--- src/rtl/fg_pkg.sv ---
package fg_pkg;
   typedef enum logic [1:0] {
      DIAG_NONE = 2'b00,
      DIAG_OVL  = 2'b01,
      DIAG_OVT  = 2'b10,
      DIAG_RSV  = 2'b11
   } diag_e;
endpackage

--- src/rtl/fg_filter.sv ---
// Duration filter: qual is high while det has been high for FILT_CYC samples
module fg_filter #(
   parameter int FILT_CYC = 64
) (
   input  logic clk,
   input  logic rst_n,
   input  logic det,
   output logic qual
);
   localparam int LIM   = FILT_CYC - 1;
   localparam int CNT_W = (FILT_CYC > 1) ? $clog2(FILT_CYC) : 1;

   logic [CNT_W-1:0] cnt;
   logic             at_lim;

   assign at_lim = (cnt == CNT_W'(LIM));

   always_ff @(posedge clk) begin
      if (!rst_n)
         cnt <= '0;
      else if (!det)
         cnt <= '0;
      else if (!at_lim)
         cnt <= cnt + 1'b1;
   end

   assign qual = det & at_lim;
endmodule

--- src/rtl/fg_channel.sv ---
// One channel: two filters, mode-dependent shutdown, diagnosis code
module fg_channel
   import fg_pkg::*;
#(
   parameter int FILT_CYC = 64
) (
   input  logic  clk,
   input  logic  rst_n,
   input  logic  ovl_det,
   input  logic  ovt_det,
   input  logic  ovl_latch,
   input  logic  ovt_latch,
   input  logic  clr,
   output diag_e code,
   output logic  en
);
   logic ovl_q, ovt_q;
   logic ovl_lock, ovt_lock, hot;

   fg_filter #(.FILT_CYC(FILT_CYC)) u_ovl_flt (
      .clk(clk), .rst_n(rst_n), .det(ovl_det), .qual(ovl_q)
   );
   fg_filter #(.FILT_CYC(FILT_CYC)) u_ovt_flt (
      .clk(clk), .rst_n(rst_n), .det(ovt_det), .qual(ovt_q)
   );

   always_ff @(posedge clk) begin
      if (!rst_n) begin
         code     <= DIAG_NONE;
         ovl_lock <= 1'b0;
         ovt_lock <= 1'b0;
         hot      <= 1'b0;
      end else begin
         if (ovt_q)
            code <= DIAG_OVT;
         else if (ovl_q)
            code <= DIAG_OVL;
         else if (clr)
            code <= DIAG_NONE;
         ovl_lock <= (ovl_q & ovl_latch) | (ovl_lock & ~clr);
         ovt_lock <= (ovt_q & ovt_latch) | (ovt_lock & ~clr);
         hot      <= ovt_q & ~ovt_latch;
      end
   end

   assign en = ~(ovl_lock | ovt_lock | hot);
endmodule

--- src/rtl/fg_flag.sv ---
// General fault flag: low while any channel holds a code
module fg_flag #(
   parameter int NUM_CH = 8
) (
   input  logic [2*NUM_CH-1:0] codes,
   output logic                flag_n
);
   assign flag_n = ~(|codes);
endmodule

--- src/rtl/fault_guard.sv ---
module fault_guard
   import fg_pkg::*;
#(
   parameter int NUM_CH   = 8,
   parameter int FILT_CYC = 64
) (
   input  logic                clk,
   input  logic                rst_n,
   input  logic [NUM_CH-1:0]   ovl_det,
   input  logic [NUM_CH-1:0]   ovt_det,
   input  logic [NUM_CH-1:0]   ovl_latch_mode,
   input  logic [NUM_CH-1:0]   ovt_latch_mode,
   input  logic                diag_clr,
   output logic [2*NUM_CH-1:0] diag_code,
   output logic                fault_n,
   output logic [NUM_CH-1:0]   ch_enable
);
   if (NUM_CH < 1) begin : g_bad_ch
      $error("fault_guard: NUM_CH must be at least 1");
   end
   if (FILT_CYC < 1) begin : g_bad_filt
      $error("fault_guard: FILT_CYC must be at least 1");
   end

   for (genvar i = 0; i < NUM_CH; i++) begin : g_ch
      diag_e code_i;
      fg_channel #(.FILT_CYC(FILT_CYC)) u_ch (
         .clk(clk), .rst_n(rst_n),
         .ovl_det(ovl_det[i]), .ovt_det(ovt_det[i]),
         .ovl_latch(ovl_latch_mode[i]), .ovt_latch(ovt_latch_mode[i]),
         .clr(diag_clr), .code(code_i), .en(ch_enable[i])
      );
      assign diag_code[2*i +: 2] = code_i;
   end

   fg_flag #(.NUM_CH(NUM_CH)) u_flag (
      .codes(diag_code), .flag_n(fault_n)
   );
endmodule

--- config.mk ---
export PLATFORM = sky130hd
export DESIGN_NAME = fault_guard
export DESIGN_NICKNAME = d
export VERILOG_FILES = /design/src/rtl/fg_pkg.sv /design/src/rtl/fg_filter.sv /design/src/rtl/fg_channel.sv /design/src/rtl/fg_flag.sv /design/src/rtl/fault_guard.sv
export SDC_FILE = /design/constraint.sdc
export NUM_CORES = 1
export LEC_CHECK = 0
export BUFFER_PORTS_ARGS = -buffer_cell sky130_fd_sc_hd__buf_4
export CAP_MARGIN = 20
export CORE_ASPECT_RATIO = 1.75
export CORE_MARGIN = 4
export CORE_UTILIZATION = 34
export DETAILED_ROUTE_END_ITERATION = 7
export PLACE_DENSITY = 0.49
export SYNTH_ARGS = -nofsm -noshare
export SYNTH_HDL_FRONTEND = slang
export SYNTH_SLANG_ARGS = --single-unit
export TNS_END_PERCENT = 1
--- constraint.sdc ---
create_clock -name clk -period 3.7 [get_ports clk]
set_clock_uncertainty 0.05 [all_clocks]
set_input_delay 0.185 -clock clk [delete_from_list [all_inputs] [get_ports clk]]
set_output_delay 0.185 -clock clk [all_outputs]
set_load 0.1 [all_outputs]
==> PnR_summary.wiki, run 1 <==
{| class="wikitable"
! Metric !! Value
|-
| Arr. time, crit path || 1.81 ns
|-
| Cell row count || 63
|-
| Worst Setup EP || fault_n
|-
| Slew HR || 65.6%
|-
| First-pass GRT wire length || 24,000 um
|-
| Leakage power of the design || 2.61 nW
|-
| Number of DRC violations after detailed-routing iteration 0 || 246
|-
| Via count of the first global-routing pass || 5,192
|-
| Area growth from synthesis to layout || 24.6%
|-
| Worst-Margin Slew || 0.511 ns
|-
| Highest cell delay on the worst timing path || 0.48 ns
|-
| Number of cells on the worst reg-to-reg path || 4
|-
| Overall track demand over capacity in global routing || 15.2%
|-
| Internal cell power || 0.00265 W
|-
| Die Ht || 183 um
|-
| Leading cell types by total area after synthesis || sky130_fd_sc_hd__dfxtp_1, sky130_fd_sc_hd__nor3_1, sky130_fd_sc_hd__nand3_1
|-
| Share of total power in sequential cells || 44.9%
|-
| H-tree levels || 4
|-
| Storage element area || 2720 sq um
|-
| CTS buffer count || 17
|-
| Syn_nets || 722
|-
| Switching Power || 0.000688 W
|-
| Clock power frac || 50.9%
|-
| Minimum setup slack in the final design || 1.65 ns
|-
| Net switching fraction of the power || 20.6%
|-
| Slowest cell on crit path || sky130_fd_sc_hd__nor4_1
|-
| Final hold vios || 0
|-
| Number of nets still failing antenna checks after routing || 0
|-
| Port Buf Inserts || 59
|-
| Clock latency of the later-clocked register in the worst-skew pair || 0.41 ns
|-
| # clock sinks || 136
|-
| RSZ-0062 raised after global routing || no
|-
| Ratio of total power to cell area || 453 nW/um^2
|-
| Hold/Removal Path Class || primary input to register
|-
| Aggregate global routing overflow || 0
|-
| Final Wtd Congestion || 0.808
|-
| Fraction of final layout cells sized beyond drive strength 1 || 12.4%
|-
| Most frequent standard cell in the layout excluding fill and tap cells || sky130_fd_sc_hd__dfxtp_1
|-
| Pin count of the biggest net entering global routing || 32
|-
| Combinational fraction of design power || 4.2%
|-
| Aggregate negative setup slack || 0 ns
|-
| Number of failing setup endpoints in the final timing report || 0
|-
| Outcome || finished, final reports clean
|-
| Ordered cell list for the critical path || nor4_1 -> and4_1 -> buf_4
|-
| Async set or reset register ratio after synthesis || 0%
|-
| Effective utilization at floorplan || 34.8%
|-
| Antenna violations before repair || 0
|-
| Max-slew violation count || 0
|-
| Most area-hungry cell type in the Yosys netlist || sky130_fd_sc_hd__dfxtp_1
|-
| Final cycle utilization of the critical path || 55.4%
|-
| Flop-to-flop setup slack || 2.20 ns
|-
| First element of the critical path || g_ch[5].u_ch.code[0]
|-
| CTS tree || built
|-
| Source of the worst hold timing path || ovl_det[1]
|-
| Total via count in the routed design || 5,236
|-
| Number of optimization iterations in the first detailed-route pass || 4
|-
| Placeable core region || 17,000 sq um
|-
| Routed via count divided by cell count || 5.30
|-
| Main flop type after synthesis || sky130_fd_sc_hd__dfxtp_1
|-
| Clk pin slew, worst setup/hold paths || 0.06 ns
|-
| Avg Cell Area, Syn || 8.82 sq um
|-
| Sequential share of the synthesized area || 46.0%
|-
| Unique cell type count in the Yosys netlist || 42
|-
| Startpoint type of the worst setup path || register
|-
| Largest driver fanout on the critical path || 3
|-
| Total length of routed wires || 14,400 um
|-
| NumNets Final || 800
|-
| Total of warnings raised by yosys || 0
|-
| Number of top-level pins || 60
|-
| Startpoint of the worst-slack reg-to-reg timing path || g_ch[3].u_ch.u_ovl_flt.cnt[0]
|-
| Endpoint kind of the worst setup timing path || output pin
|-
| Count of max-cap constraint violations || 0
|-
| Flops & latches, synth || 136
|-
| Post-route core utilization || 43.3%
|-
| Number of remaining DRC errors || 0
|-
| Terminus of the critical flop-to-flop path || g_ch[3].u_ch.code[1]
|-
| Post-route standard cell area excluding fillers || 7380 sq um
|-
| Wirelength per Cell || 14.6 um
|-
| Clock Tree Buf Depth || 2
|-
| Min Tclk post-route || 2.05 ns
|-
| Critical Setup Path Class || register to output pin
|-
| Total standard cell area after synthesis || 5920 sq um
|-
| Crit path required time || 3.46 ns
|-
| Half-perimeter wire length after placement || 10,700 um
|-
| Area fraction of the dominant cell type after synthesis || 46.0%
|-
| Number of filler instances in the final layout || 1,718
|-
| CTS Root Cell || sky130_fd_sc_hd__clkbuf_16
|-
| Multi-input logic area || 3040 sq um
|-
| Horizontal extent of the die || 108 um
|-
| Commonest cells after routing, fill and taps aside || sky130_fd_sc_hd__dfxtp_1, sky130_fd_sc_hd__nand2_1, sky130_fd_sc_hd__nor3_1
|-
| Final hold slack || 0.0684 ns
|-
| IR Drop Worst-Case VDD || 0.300 mV
|-
| Total Die Area || 19,700 sq um
|-
| Instance area after placement || 6510 sq um
|-
| Post-synth EDFFs || 0
|-
| FMAX || 488 MHz
|-
| Count of antenna diodes in the layout || 0
|-
| Worst slack at placement || 1.75 ns
|-
| Synthesized netlist cell count || 671
|}
power by group through the flow:
stage	logic [W]	registers, W	clock network [W]
5_1_grt	0.000156	0.00150	0.00181
2_1_floorplan	0.0000605	0.00153	0
3_3_place_gp	0.000114	0.00153	0
4_1_cts	0.000137	0.00150	0.00175
3_5_place_dp	0.000117	0.00153	0
6_report	0.000139	0.00150	0.00170
cells by family (layout without fill, tap and decap cells):
family	count (synthesis)	after routing	synth area share, %
AO/OA/AOI/OAI	152	152	16.8
buffers and inverters	32	121	2.71
AND/OR/NAND/NOR	317	317	28.4
XOR/XNOR	18	18	2.66
adder cells (fa/ha/maj)	16	16	3.38
flip-flops	136	136	46.0
how the worst min path moves through the flow:
stage,cells past startpoint,to
floorplan,1,g_ch[1].u_ch.hot
global placement,2,g_ch[0].u_ch.hot
detailed placement,2,g_ch[2].u_ch.hot
CTS,3,g_ch[1].u_ch.code[0]
global route,3,g_ch[0].u_ch.code[0]
finish,3,g_ch[1].u_ch.code[0]
layout make-up:
type                            count  area share [%]
Multi-Input combinational cell    503            41.2
Clock inverter                      9            1.68
Clock buffer                       21            6.38
Timing Repair Buffer               84            9.64
Sequential cell                   136            36.9
Tap cell                          227            3.85
Inverter                            7           0.356
timing repair:
item	4_1_cts	5_1_grt
endpoints found under the hold margin	32	0
hold buffers	24	0
gates resized for setup	0	0
buffers inserted	0	0
cells in the mapped netlist (9+ instances only):
cell / n
sky130_fd_sc_hd__dfxtp_1: 136
sky130_fd_sc_hd__nand2_1: 68
sky130_fd_sc_hd__nor3_1: 67
sky130_fd_sc_hd__nand3_1: 52
sky130_fd_sc_hd__a21oi_1: 38
sky130_fd_sc_hd__o21ai_0: 35
sky130_fd_sc_hd__nor2_1: 28
sky130_fd_sc_hd__a31oi_1: 19
sky130_fd_sc_hd__and2_1: 19
sky130_fd_sc_hd__and3_1: 18
sky130_fd_sc_hd__nor3b_1: 18
sky130_fd_sc_hd__a32o_1: 16
sky130_fd_sc_hd__ha_1: 16
sky130_fd_sc_hd__a211oi_1: 12
sky130_fd_sc_hd__xor2_1: 12
sky130_fd_sc_hd__nand4_1: 9
through the flow:
stage | power [W] | cells
after floorplan | 0.00159 | 671
after global routing | 0.00347 | 987
final | 0.00334 | 987
after CTS | 0.00338 | 986
after global placement | 0.00164 | 932
after detailed placement | 0.00165 | 932
flip-flops by register name, summed over array words and instances, names as in the netlist:
register and count:
g_ch.u_ch.code 16, g_ch.u_ch.u_ovl_flt.cnt 48, g_ch.u_ch.hot 8, g_ch.u_ch.u_ovt_flt.cnt 48
g_ch.u_ch.ovt_lock 8, g_ch.u_ch.ovl_lock 8
layer usage:
metal	vias up	global-route usage, %	part of all wire (%)	wire [um]
met5	-	0	0	0
met4	0	7.48	2.8	408
li1	2668	-	-	-
met2	98	27.1	52	7480
met3	23	3.79	3.8	546
met1	2447	16.4	41	5960
critical path: cells and delay by family, from the launching register on:
kind,cells,cell delay (ns)
buffers and inverters,1,0.30
DFF,1,0.32
and+or+nand+nor,2,0.78
(Power assumes the default switching activity.)
==> inputs of run 2 (changes only) <==
- ABC_AREA: not set -> 1
- PLACE_DENSITY: 0.49 -> 0.51
- clock period: 3.7 -> 1.6 ns (I/O delays scaled with it)
==> PnR_summary.wiki, run 2 <==
{| class="wikitable"
! Metric !! Value
|-
| Outcome || finished, final reports clean
|-
| Most area-hungry cell type in the Yosys netlist || sky130_fd_sc_hd__dfxtp_1
|-
| Area fraction of the dominant cell type after synthesis || 43.5% (-2.5 points)
|-
| Final cycle utilization of the critical path || 98.0%
|-
| First-pass GRT wire length || 25,100 um (+4.3%)
|-
| Unique cell type count in the Yosys netlist || 25 (-40%)
|-
| Fraction of final layout cells sized beyond drive strength 1 || 16.4% (+4.0 points)
|-
| Antenna violations before repair || 0 (unchanged)
|-
| Aggregate negative setup slack || 0 ns (unchanged)
|-
| Top cell types by occurrence after synthesis || sky130_fd_sc_hd__nor2_1, sky130_fd_sc_hd__nand2_1, sky130_fd_sc_hd__dfxtp_1
|-
| Port Buf Inserts || 59 (unchanged)
|-
| Setup Buffers After CTS || 0 (unchanged)
|-
| NumNets Final || 1,034 (+29%)
|-
| Largest driver fanout on the critical path || 2 (-1)
|-
| Post-route core utilization || 44.0% (+0.69 points)
|-
| Aggregate global routing overflow || 0 (unchanged)
|-
| Most repeated cell in the gate-level netlist after synthesis || sky130_fd_sc_hd__nor2_1
|-
| Total standard cell area after synthesis || 6250 sq um (+5.7%)
|-
| Syn_nets || 931 (+29%)
|-
| Count of max-cap constraint violations || 0 (unchanged)
|-
| Horizontal extent of the die || 111 um (+2.6%)
|-
| Routed via count divided by cell count || 4.59 (-13%)
|-
| Arr. time, crit path || 1.44 ns (-0.37 ns)
|-
| Clock Tree Buf Depth || 2 (unchanged)
|-
| Async set or reset register ratio after synthesis || 0% (unchanged)
|-
| Number of remaining DRC errors || 0 (unchanged)
|-
| Cell row count || 65 (+3.2%)
|-
| RSZ-0062 raised after global routing || no
|-
| Critical Setup Path Class || register to output pin
|-
| # clock sinks || 136 (unchanged)
|-
| Slew HR || 72.1% (+6.5 points)
|-
| Number of DRC violations after detailed-routing iteration 0 || 250 (+1.6%)
|-
| CTS Root Cell || sky130_fd_sc_hd__clkbuf_16
|-
| Number of failing setup endpoints in the final timing report || 0 (unchanged)
|-
| Final hold slack || 0.325 ns (+0.257 ns)
|-
| Endpoint kind of the worst setup timing path || output pin
|-
| Number of optimization iterations in the first detailed-route pass || 5 (+1)
|-
| Flop-to-flop setup slack || 0.26 ns (-1.94 ns)
|-
| Final hold vios || 0 (unchanged)
|-
| Sequential share of the synthesized area || 43.5% (-2.5 points)
|-
| CTS buffer count || 17 (unchanged)
|-
| Final Wtd Congestion || 0.827 (+2.3%)
|-
| Number of filler instances in the final layout || 1,944 (+13%)
|-
| Commonest cells after routing, fill and taps aside || sky130_fd_sc_hd__nand2_1, sky130_fd_sc_hd__nor2_1, sky130_fd_sc_hd__dfxtp_1
|-
| Area growth from synthesis to layout || 27.0%
|-
| Crit path required time || 1.47 ns (-1.99 ns)
|-
| CTS tree || built
|-
| Number of top-level pins || 60 (unchanged)
|-
| Startpoint type of the worst setup path || register
|-
| Overall track demand over capacity in global routing || 14.6% (-0.63 points)
|-
| Main flop type after synthesis || sky130_fd_sc_hd__dfxtp_1
|-
| Flops & latches, synth || 136 (unchanged)
|-
| Pin count of the biggest net entering global routing || 17 (-47%)
|-
| IR Drop Worst-Case VDD || 0.575 mV (+92%)
|-
| Count of antenna diodes in the layout || 0 (unchanged)
|-
| Effective utilization at floorplan || 34.6% (-0.12 points)
|-
| Min Tclk post-route || 1.57 ns
|-
| Leakage power of the design || 3.53 nW (+35%)
|-
| FMAX || 638 MHz
|-
| Total length of routed wires || 14,400 um (+0.36%)
|-
| Placeable core region || 18,100 sq um (+6.0%)
|-
| Via count of the first global-routing pass || 5,648 (+8.8%)
|-
| Worst-Margin Slew || 0.418 ns (-0.0931 ns)
|-
| Avg Cell Area, Syn || 7.11 sq um (-19%)
|-
| Number of nets still failing antenna checks after routing || 0 (unchanged)
|-
| Post-synth EDFFs || 0 (unchanged)
|-
| Total Die Area || 20,700 sq um (+5.4%)
|-
| Total of warnings raised by yosys || 0 (unchanged)
|-
| H-tree levels || 4 (unchanged)
|-
| Leading cell types by total area after synthesis || sky130_fd_sc_hd__dfxtp_1, sky130_fd_sc_hd__nor2_1, sky130_fd_sc_hd__nand2_1
|-
| Clock latency of the later-clocked register in the worst-skew pair || 0.41 ns (about the same)
|-
| Die Ht || 187 um (+2.7%)
|-
| Ratio of total power to cell area || 1020 nW/um^2 (+120%)
|-
| Synthesized netlist cell count || 880 (+31%)
|-
| Hold/Removal Path Class || primary input to register
|-
| Total via count in the routed design || 5,649 (+7.9%)
|-
| Max-slew violation count || 0 (unchanged)
|-
| Biggest regs || g_ch.u_ch.u_ovl_flt.cnt: 48 flops, g_ch.u_ch.u_ovt_flt.cnt: 48 flops, g_ch.u_ch.code: 16 flops
|-
| Clk pin slew, worst setup/hold paths || 0.06 ns (about the same)
|-
| Half-perimeter wire length after placement || 11,100 um (+4.1%)
|-
| Wirelength per Cell || 11.7 um (-19%)
|-
| Overall power || 0.00810 W (+140%)
|}
==> run 2: where the power goes <==
| group | total (W) | switching [W] | internal (W) | leakage (nW) |
|---|---|---|---|---|
| combinational | 0.000383 | 0.000195 | 0.000188 | 2.12 |
| clock | 0.00425 | 0.00160 | 0.00265 | 0.304 |
| sequential | 0.00346 | 0.0000388 | 0.00343 | 1.11 |
==> run 2: path summary, 6_finish.rpt <==
check,to,start,cells after the start
setup / recovery,ch_enable[2],g_ch[2].u_ch.ovt_lock,2
hold / removal,g_ch[5].u_ch.hot,ovt_latch_mode[5],3
setup reg to reg,g_ch[6].u_ch.hot,g_ch[6].u_ch.u_ovt_flt.cnt[0],5
hold reg to reg,g_ch[3].u_ch.ovt_lock,g_ch[3].u_ch.ovt_lock,2
==> run 2: area by class of cell <==
class                   count  area (sq um)  share of cell area, %
well taps                 234           293                   3.69
repair buffers            100           861                   10.8
multi-input cells         625          3020                   38.0
flip-flops and latches    136          2740                   34.5
clock inverters            15           215                   2.71
inverters                 103           387                   4.87
clock buffers              17           425                   5.35
==> run 2: layer usage <==
metal / global-route usage [%] / vias to the layer above / wire length [um]
met5: 0 / - / 0
met4: 5.97 / 0 / 250
met3: 3.88 / 19 / 530
met2: 26.7 / 78 / 7570
met1: 15.7 / 2535 / 6090
li1: - / 3017 / -
==> run 2: per-stage QoR <==
| stage | setup slack, ns | cell area (sq um) | cells |
|---|---|---|---|
| finish | 0.0321 | 7950 | 1230 |
| global route | 0.00132 | 7950 | 1230 |
| CTS | 0.00907 | 7940 | 1230 |
| detailed placement | 0.274 | 6950 | 1164 |
| global placement | 0.278 | 6950 | 1164 |
| floorplan | 0.00427 | 6280 | 880 |
==> run 2: logic make-up (layout without fill, tap and decap cells) <==
group | Yosys count | in the layout | share of synthesized area [%]
fa+ha+maj | 16 | 16 | 3.20
xor+xnor | 3 | 3 | 0.420
compound gates | 90 | 90 | 7.62
simple gates | 516 | 516 | 36.9
flops | 136 | 136 | 43.5
buf+inv | 119 | 235 | 8.34
==> run 2: timing repair <==
action,CTS,global route
hold buffers,34,0
endpoints found under the setup margin,1,1
resized for setup,3,2
pin swaps,0,1
hold endpoints to repair,101,0
==> run 2: critical path, cell delays in order (launching register included) <==
cell	delay, ns
sky130_fd_sc_hd__dfxtp_1	0.31
sky130_fd_sc_hd__nor3_1	0.35
sky130_fd_sc_hd__buf_4	0.37
==> inputs of run 3 (changes only) <==
- REMOVE_ABC_BUFFERS: not set -> 1
==> PnR_summary.wiki, run 3 (synthesis gave the netlist of run 2 again) <==
{| class="wikitable"
! Metric !! Value
|-
| Number of failing setup endpoints in the final timing report || 0 (unchanged)
|-
| Number of top-level pins || 60 (unchanged)
|-
| Leakage power of the design || 3.54 nW (about the same)
|-
| Overall power || 0.00812 W (+0.36%)
|-
| Critical Setup Path Class || register to output pin
|-
| Final hold vios || 0 (unchanged)
|-
| Hold/Removal Path Class || primary input to register
|-
| FMAX || 641 MHz (+0.47%)
|-
| Clock latency of the later-clocked register in the worst-skew pair || 0.41 ns (about the same)
|-
| CTS tree || built
|-
| First-pass GRT wire length || 24,600 um (-2.0%)
|-
| Final cycle utilization of the critical path || 97.5% (-0.46 points)
|-
| RSZ-0062 raised after global routing || yes
|-
| Effective utilization at floorplan || 34.6% (unchanged)
|-
| Commonest cells after routing, fill and taps aside || sky130_fd_sc_hd__nor2_1, sky130_fd_sc_hd__nand2_1, sky130_fd_sc_hd__dfxtp_1
|-
| Arr. time, crit path || 1.43 ns (about the same)
|-
| Number of DRC violations after detailed-routing iteration 0 || 185 (-26%)
|-
| Slowest cell on crit path || sky130_fd_sc_hd__dfxtp_2
|-
| CTS buffer count || 17 (unchanged)
|-
| NumNets Final || 1,035 (+0.097%)
|-
| Routed via count divided by cell count || 4.53 (-1.3%)
|-
| Placeable core region || 18,100 sq um (unchanged)
|-
| Biggest regs || g_ch.u_ch.u_ovl_flt.cnt: 48 flops, g_ch.u_ch.u_ovt_flt.cnt: 48 flops, g_ch.u_ch.code: 16 flops
|-
| Half-perimeter wire length after placement || 10,900 um (-1.9%)
|-
| Clock Tree Buf Depth || 2 (unchanged)
|-
| Antenna violations before repair || 0 (unchanged)
|-
| Total Die Area || 20,700 sq um (unchanged)
|-
| Wirelength per Cell || 11.5 um (-1.8%)
|-
| Overall track demand over capacity in global routing || 14.4% (-0.17 points)
|-
| Port Buf Inserts || 59 (unchanged)
|-
| Clk pin slew, worst setup/hold paths || 0.06 ns (about the same)
|-
| Count of max-cap constraint violations || 0 (unchanged)
|-
| Ordered cell list for the critical path || nor2_4 -> nand4_1 -> nor2_1 -> buf_6
|-
| Worst-Margin Slew || 0.512 ns (+0.0942 ns)
|-
| Cell row count || 65 (unchanged)
|-
| Min Tclk post-route || 1.56 ns (-0.00733 ns)
|-
| Pin count of the biggest net entering global routing || 24 (+7)
|-
| Outcome || finished, final reports clean
|-
| Post-route core utilization || 44.0% (about the same)
|-
| Total via count in the routed design || 5,578 (-1.3%)
|-
| Startpoint type of the worst setup path || register
|-
| Highest cell delay on the worst timing path || 0.34 ns (-0.03 ns)
|-
| Via count of the first global-routing pass || 5,554 (-1.7%)
|-
| Number of remaining DRC errors || 0 (unchanged)
|-
| Total length of routed wires || 14,200 um (-1.7%)
|-
| Final Wtd Congestion || 0.801 (-3.1%)
|-
| Aggregate global routing overflow || 0 (unchanged)
|-
| Max-slew violation count || 0 (unchanged)
|-
| Number of nets still failing antenna checks after routing || 0 (unchanged)
|-
| Largest driver fanout on the critical path || 3 (+1)
|-
| Area growth from synthesis to layout || 27.1% (about the same)
|-
| Post-route standard cell area excluding fillers || 7950 sq um (about the same)
|-
| H-tree levels || 4 (unchanged)
|-
| Horizontal extent of the die || 111 um (unchanged)
|-
| # clock sinks || 136 (unchanged)
|-
| Crit path required time || 1.47 ns (about the same)
|-
| Die Ht || 187 um (unchanged)
|-
| Number of optimization iterations in the first detailed-route pass || 4 (-1)
|-
| Ratio of total power to cell area || 1020 nW/um^2 (+0.29%)
|-
| Instance area after placement || 6910 sq um (-0.49%)
|-
| Aggregate negative setup slack || 0 ns (unchanged)
|-
| Endpoint kind of the worst setup timing path || output pin
|-
| CTS Root Cell || sky130_fd_sc_hd__clkbuf_16
|-
| Count of antenna diodes in the layout || 0 (unchanged)
|-
| Fraction of final layout cells sized beyond drive strength 1 || 15.4% (-0.92 points)
|-
| Most frequent standard cell in the layout excluding fill and tap cells || sky130_fd_sc_hd__nor2_1
|-
| Slew HR || 65.8% (-6.3 points)
|-
| IR Drop Worst-Case VDD || 0.567 mV (-1.4%)
|}
-- run 3: changes by cell type in the layout (fill, tap and decap cells not counted), sizes merged --
cell | previous run | this run
inv | 110 | 103
clkinv | 1 | 4
clkbuf | 17 | 19
bufinv | 4 | 5
clkinvlp | 3 | 4
dlygate4sd3 | 34 | 35
-- run 3: final cells by class --
| class | count | area [sq um] |
|---|---|---|
| flip-flops and latches | 136 | 2730 |
| repair buffers | 101 | 866 |
| clock buffers | 19 | 453 |
| fillers | 1870 | 10100 |
| multi-input cells | 625 | 3020 |
| clock inverters | 13 | 200 |
| well taps | 234 | 293 |
| inverters | 103 | 387 |
-- run 3: worst max-delay path, delay by kind of cell, from the launching register on --
kind / cells / cell delay, ns
AND/OR/NAND/NOR: 3 / 0.45
buffers and inverters: 1 / 0.24
flip-flops: 1 / 0.34
-- run 3: final timing paths --
path | startpoint | endpoint | slack [ns] | cells after the start
max | g_ch[2].u_ch.code[0] | fault_n | 0.04 | 4
min | ovt_latch_mode[0] | g_ch[0].u_ch.hot | 0.32 | 3
max reg2reg | g_ch[1].u_ch.u_ovl_flt.cnt[0] | g_ch[1].u_ch.u_ovl_flt.cnt[0] | 0.28 | 7
min reg2reg | g_ch[0].u_ch.ovt_lock | g_ch[0].u_ch.ovt_lock | 0.40 | 2
-- run 3: what timing repair did --
action                                  CTS  global route
pin swaps                                 4             2
endpoints found under the setup margin    2             1
resized for setup                        10             2
hold buffers                             35             0
endpoints found under the hold margin    95             0
buffers inserted                          0             1
gates cloned                              0             0
-- run 3: per-layer routing --
metal / GRT usage, % / wire, um
met5: 0 / 0
met4: 5.78 / 298
met2: 27.3 / 7760
met1: 14.6 / 5620
met3: 4.01 / 508
-- run 3: stage by stage --
| stage | hold WS (ns) | instances | worst slack (ns) |
|---|---|---|---|
| global route | 0.320 | 1231 | -0.0698 |
| global placement | 0.206 | 1163 | 0.308 |
| finish | 0.325 | 1231 | 0.0395 |
| CTS | 0.301 | 1230 | -0.0191 |
| floorplan | 0.102 | 864 | -0.891 |
| detailed placement | 0.203 | 1163 | 0.295 |
-- run 3: where the power goes --
part	total, W	internal (W)	switching, W	leakage (nW)
registers	0.00347	0.00343	0.0000393	1.10
clock network	0.00427	0.00284	0.00144	0.311
logic	0.000385	0.000187	0.000197	2.12
